--- config.mk ---
export PLATFORM = sky130hd
export DESIGN_NAME = prio_irq_ctrl
export DESIGN_NICKNAME = d
export VERILOG_FILES = /design/src/rtl/prio_irq_pkg.sv /design/src/rtl/irq_rise_det.sv /design/src/rtl/irq_first_set.sv /design/src/rtl/prio_irq_ctrl.sv
export SDC_FILE = /design/constraint.sdc
export NUM_CORES = 1
export LEC_CHECK = 0
export CAP_MARGIN = 0
export CORE_MARGIN = 2
export CORE_UTILIZATION = 27
export DETAILED_ROUTE_END_ITERATION = 10
export PLACE_DENSITY = 0.46
export RECOVER_POWER = 50
export SLEW_MARGIN = 0
export SYNTH_ARGS = -nofsm -noshare
export SYNTH_HDL_FRONTEND = slang
export SYNTH_HIERARCHICAL = 1
export SYNTH_SLANG_ARGS = --single-unit
--- constraint.sdc ---
create_clock -name clk_i -period 2.7 [get_ports clk_i]
set_input_delay 0.54 -clock clk_i [delete_from_list [all_inputs] [get_ports clk_i]]
set_output_delay 0.54 -clock clk_i [all_outputs]
set_load 0.005 [all_outputs]
--- src/rtl/prio_irq_pkg.sv ---
package prio_irq_pkg;

    // Acknowledge handshake phases
    typedef enum logic [1:0] {
        ACK_IDLE  = 2'd0,
        ACK_WAIT2 = 2'd1,
        ACK_DRIVE = 2'd2
    } ack_phase_e;

    // Command-word bit that requests a non-specific end of interrupt
    localparam int unsigned CMD_EOI_BIT = 5;

endpackage

--- src/rtl/irq_rise_det.sv ---
module irq_rise_det #(
    parameter int unsigned W = 8
) (
    input  logic         clk_i,
    input  logic         rst_ni,
    input  logic [W-1:0] sig_i,
    output logic [W-1:0] rise_o
);

    logic [W-1:0] sig_d, sig_q;

    always_comb begin
        sig_d  = sig_i;
        rise_o = sig_i & ~sig_q;
    end

    always_ff @(posedge clk_i or negedge rst_ni) begin
        if (!rst_ni) sig_q <= '0;
        else         sig_q <= sig_d;
    end

endmodule

--- src/rtl/irq_first_set.sv ---
module irq_first_set #(
    parameter int unsigned N = 8,
    localparam int unsigned IW = (N > 1) ? $clog2(N) : 1
) (
    input  logic [N-1:0]  req_i,
    output logic          vld_o,
    output logic [N-1:0]  onehot_o,
    output logic [IW-1:0] idx_o
);

    // Lowest index wins: scan downwards so the last hit is the lowest
    always_comb begin
        vld_o    = 1'b0;
        onehot_o = '0;
        idx_o    = '0;
        for (int i = N - 1; i >= 0; i--) begin
            if (req_i[i]) begin
                vld_o       = 1'b1;
                onehot_o    = '0;
                onehot_o[i] = 1'b1;
                idx_o       = IW'(i);
            end
        end
    end

endmodule

--- src/rtl/prio_irq_ctrl.sv ---
module prio_irq_ctrl
    import prio_irq_pkg::*;
#(
    parameter int unsigned N_IRQ    = 8,
    parameter int unsigned VEC_W    = 8,
    parameter int unsigned VEC_BASE = 32,
    parameter int unsigned CMD_W    = 8
) (
    input  logic             clk_i,
    input  logic             rst_ni,
    input  logic [N_IRQ-1:0] irq_i,
    input  logic             wr_en_i,
    input  logic             wr_sel_i,
    input  logic [CMD_W-1:0] wr_data_i,
    input  logic             inta_i,
    output logic             int_o,
    output logic             vec_oe_o,
    output logic [VEC_W-1:0] vec_o
);

    localparam int unsigned IW = (N_IRQ > 1) ? $clog2(N_IRQ) : 1;

    typedef struct packed {
        logic [N_IRQ-1:0] imr;
        logic [N_IRQ-1:0] irr;
        logic [N_IRQ-1:0] isr;
        ack_phase_e       phase;
        logic [IW-1:0]    idx;
    } state_t;

    state_t s_d, s_q;

    logic [N_IRQ-1:0] irq_rise;
    logic [0:0]       inta_rise;
    logic [N_IRQ-1:0] isr_top;
    logic [N_IRQ-1:0] allowed;
    logic [N_IRQ-1:0] eligible;
    logic             cand_vld;
    logic [N_IRQ-1:0] cand_oh;
    logic [IW-1:0]    cand_idx;
    logic [N_IRQ-1:0] ack_set;
    logic             eoi_cmd;
    logic             mask_wr;

    // Plain views of state for the bound checker
    logic [N_IRQ-1:0] imr_q, irr_q, isr_q;
    assign imr_q = s_q.imr;
    assign irr_q = s_q.irr;
    assign isr_q = s_q.isr;

    irq_rise_det #(.W(N_IRQ)) u_irq_rise (
        .clk_i  (clk_i),
        .rst_ni (rst_ni),
        .sig_i  (irq_i),
        .rise_o (irq_rise)
    );

    irq_rise_det #(.W(1)) u_inta_rise (
        .clk_i  (clk_i),
        .rst_ni (rst_ni),
        .sig_i  (inta_i),
        .rise_o (inta_rise)
    );

    // Highest-priority in-service bit; lines below it may still interrupt
    assign isr_top  = s_q.isr & (~s_q.isr + N_IRQ'(1));
    assign allowed  = isr_top - N_IRQ'(1);
    assign eligible = s_q.irr & ~s_q.imr & allowed;

    irq_first_set #(.N(N_IRQ)) u_resolver (
        .req_i    (eligible),
        .vld_o    (cand_vld),
        .onehot_o (cand_oh),
        .idx_o    (cand_idx)
    );

    assign eoi_cmd = wr_en_i & wr_sel_i & wr_data_i[CMD_EOI_BIT];
    assign mask_wr = wr_en_i & ~wr_sel_i;

    always_comb begin
        s_d     = s_q;
        ack_set = '0;

        if (mask_wr) s_d.imr = wr_data_i[N_IRQ-1:0];

        unique case (s_q.phase)
            ACK_IDLE: begin
                if (inta_rise[0]) begin
                    s_d.phase = ACK_WAIT2;
                    if (cand_vld) begin
                        ack_set = cand_oh;
                        s_d.idx = cand_idx;
                    end else begin
                        s_d.idx = IW'(N_IRQ - 1);
                    end
                end
            end
            ACK_WAIT2: begin
                if (inta_rise[0]) s_d.phase = ACK_DRIVE;
            end
            ACK_DRIVE: begin
                if (!inta_i) s_d.phase = ACK_IDLE;
            end
            default: s_d.phase = ACK_IDLE;
        endcase

        // Clear before set: a fresh edge on an acknowledged line survives
        s_d.irr = (s_q.irr & ~ack_set) | irq_rise;
        s_d.isr = (s_q.isr & ~(eoi_cmd ? isr_top : '0)) | ack_set;
    end

    always_ff @(posedge clk_i or negedge rst_ni) begin
        if (!rst_ni) begin
            s_q.imr   <= '1;
            s_q.irr   <= '0;
            s_q.isr   <= '0;
            s_q.phase <= ACK_IDLE;
            s_q.idx   <= '0;
        end else begin
            s_q <= s_d;
        end
    end

    assign int_o    = (s_q.phase == ACK_IDLE) && cand_vld;
    assign vec_oe_o = (s_q.phase == ACK_DRIVE);
    assign vec_o    = vec_oe_o ? (VEC_W'(VEC_BASE) + VEC_W'(s_q.idx)) : '0;

endmodule

==> flow_summary.json <==
{
  "top_area_cells_in_the_synthesized_netlist": "dfrtp_1 42%, dfstp_2 12%, nor2b_4 6.9%",
  "grt_pass1_vias": 1357,
  "slew_viol_final": 39,
  "crit_path_end_kind": "primary output",
  "synth-edff-count": 0,
  "final_layout_size_suffix_gt1_share_pct": 38.9,
  "synth-main-ff-cell": "dfrtp_1",
  "clock_tree_from_tritoncts": "built",
  "stdcell_area_mm2": 0.00250,
  "power_switching_mw": 0.784,
  "worst_path_dominant_cell_family": "simple AND/OR/NAND/NOR gates",
  "clockRootBuffer": "clkbuf_8",
  "drt_first_pass_iters": 4,
  "clk-insertion-delay-late_ns": 0.29,
  "detailedRoute.firstIterationViolations": 61,
  "yosysTopAreaCellShare_pct": 42.0,
  "crit_top_cell": "or4_4",
  "clock_power_share_pct": 19.3,
  "peakVddDrop_uv": 333,
  "rsz0062_at_grt": "true",
  "layout.core_utilization_pct": 39.2,
  "final_cell_mix": "30 x dfrtp_1, 25 x buf_4, 15 x clkdlybuf4s50_1",
  "maxSlewHeadroom_pct": -30.2,
  "arr_time_crit_path_ns": 2.37,
  "io_pins": 31,
  "final_common_cell": "dfrtp_1",
  "layout.area.seq_um2": 961,
  "tritoncts.num_buffers": 5,
  "hold_violations": 0,
  "htreeDepth": 2,
  "fin_worst_skew_ns": 0.00743,
  "grt_overflow_total": 0,
  "core-area_mm2": 0.00639,
  "cts_buffer_depth": 2,
  "vias_per_cell": 4.55,
  "violations": "capacitance limit, slew limit, setup timing",
  "io_buffers": 26,
  "critPathSlowestCell": "or4_4",
  "dr_total_vias": 1298,
  "power_internal_mw": 1.58,
  "avg_cell_area_syn_um2": 11.7,
  "power_density_mw_per_mm2": 945,
  "crit_path_max_fanout": 3,
  "fraction_of_the_cycle_the_final_worst_path_needs_pct": 108,
  "nFillCells": 632,
  "synth_seq_area_share_pct": 53.8,
  "path_buf_inv": 1,
  "antenna_violations_before_repair": 0,
  "min_path_type": "register to register",
  "grt_max_degree": 39,
  "worst-r2r-setup-slack_ns": -0.15,
  "drt-wirelength-per-cell_um": 13.1,
  "synth_largest_area_cell": "dfrtp_1",
  "wirelength_um": 3730,
  "die_y_um": 85.3,
  "row_count": 29,
  "finalWeightedCongestion": 0.787,
  "flop_and_latch_count_out_of_synthesis": 38,
  "finalNetCount": 228,
  "initial_utilization_pct": 28.0,
  "final-setup-viol-count": 12,
  "startpoint_type": "register",
  "timing_worst_slew_pin_value_ns": 1.95,
  "floorplan.die_area_mm2": 0.00728,
  "switching_share_pct": 33.1,
  "critical_path_class": "register to primary output",
  "sequentialPowerShare_pct": 34.1,
  "drc_errors": 0,
  "clkSinkCount": 38,
  "hold-worst-slack_ns": 0.476,
  "status": "complete, but fails checks",
  "clkSlewWorstSetupHoldPaths_ns": 0.07,
  "postSynthCellCount": 153,
  "synthToLayoutAreaGrowth_pct": 40.1,
  "ys_async_sr_fraction_pct": 100,
  "combinational_share_of_power_pct": 46.6,
  "post-dp-hpwl_um": 2700,
  "first_pass_grt_wire_length_um": 6220,
  "postLayoutSetupSlackWorst_ns": -0.207,
  "multi_input_comb_area_um2": 870,
  "floorplan.die.width_um": 85.3,
  "synthDistinctLibCells": 38,
  "required_ns": 2.16,
  "final_period_minus_worst_setup_slack_ns": 2.91,
  "syn-cell-area_mm2": 0.00179,
  "crit_chain": "or4_4 > or4_4 > nor4b_4 > nor2_2 > nand3_2 > nor3b_2 > buf_2",
  "max_stage_delay_ns": 0.53,
  "antenna_left": 0,
  "fmax_mhz": 344,
  "gr-usage-all-layers_pct": 11.0,
  "total_of_max_cap_violations": 1,
  "num_antenna_cells": 0,
  "postPlaceCellArea_mm2": 0.00227,
  "leakage_nw": 1.12,
  "yosys_warnings": 6
}
## worst paths after layout
kind | start | endpoint | cells past startpoint
setup / recovery | isr_q[2]$_DFF_PN0_ | int_o | 7
hold / removal | irr_q[6]$_DFF_PN0_ | irr_q[6]$_DFF_PN0_ | 1
setup reg to reg | isr_q[2]$_DFF_PN0_ | irr_q[3]$_DFF_PN0_ | 11
hold reg to reg | irr_q[6]$_DFF_PN0_ | irr_q[6]$_DFF_PN0_ | 1
max in group asynchronous | rst_ni | irr_q[3]$_DFF_PN0_ | 1
min in group asynchronous | rst_ni | u_irq_rise/sig_q[4]$_DFF_PN0_ | 1
## what timing repair did
item / CTS / global route
endpoints found under the setup margin: 12 / 19
gates cloned: 0 / 1
endpoints found under the hold margin: 0 / 0
hold buffers: 0 / 0
pin swaps: 3 / 5
setup buffers: 2 / 2
gates resized for setup: 8 / 21
## power groups by stage
stage,logic (mW),clock network [mW],registers [mW]
global placement,0.934,0,0.800
finish,1.10,0.457,0.807
global route,1.21,0.510,0.825
detailed placement,0.957,0,0.807
CTS,1.01,0.479,0.799
floorplan,0.553,0,0.800
## cell usage after synthesis (all sizes together) (3+ instances only)
| library cell | instances |
|---|---|
| dfrtp | 30 |
| nor2b | 13 |
| nor4 | 3 |
| a21o | 8 |
| nor2 | 8 |
| buf | 7 |
| nor4b | 5 |
| nand2 | 18 |
| dfstp | 8 |
| o21ai | 4 |
| mux2 | 8 |
| inv | 3 |
| nor3b | 7 |
| and2 | 7 |
| a31oi | 3 |
## cell type report
class                           count  share of cell area (%)
Sequential cell                    38                    38.4
Clock inverter                      1                    1.20
Multi-Input combinational cell    106                    34.7
Inverter                            3                   0.450
Tap cell                           77                    3.85
Timing Repair Buffer               53                    18.3
Clock buffer                        7                    3.05
## state kept, by name, summed over array words and instances, names as in the netlist
register           count
u_inta_rise/sig_q      1
irr_q                  8
isr_q                  8
imr_q                  8
s_q                    5
u_irq_rise/sig_q       8
## logic make-up (layout without fill, tap and decap cells)
group / Yosys count / after routing / share of synthesized area, %
muxes: 8 / 8 / 5.04
and+or+nand+nor: 70 / 70 / 27.7
AOI/OAI and AO/OA: 23 / 23 / 8.96
DFF: 38 / 38 / 53.8
xor gates and xnor gates: 1 / 1 / 0.490
other: 1 / 4 / 0.210
buffers and inverters: 12 / 64 / 3.85
## per-layer routing
| layer | wire length, um | part of all wire [%] | GRT usage (%) | vias to the layer above |
|---|---|---|---|---|
| li1 | - | - | - | 630 |
| met5 | 0 | 0 | 0 | - |
| met4 | 59 | 1.6 | 3.90 | 0 |
| met3 | 152 | 4.1 | 3.11 | 7 |
| met2 | 1880 | 50 | 18.5 | 26 |
| met1 | 1640 | 44 | 13.3 | 635 |
## through the flow
step,setup TNS (ns),power [mW],setup WS [ns],std cells
final,-1.51,2.37,-0.207,285
after floorplan,0,1.35,0.000312,156
after global routing,-3.34,2.54,-0.328,285
after CTS,-2.71,2.29,-0.379,282
after detailed placement,-1.05,1.76,-0.458,272
after global placement,-0.918,1.73,-0.436,272
No activity file was read; power rests on OpenSTA's default activity.
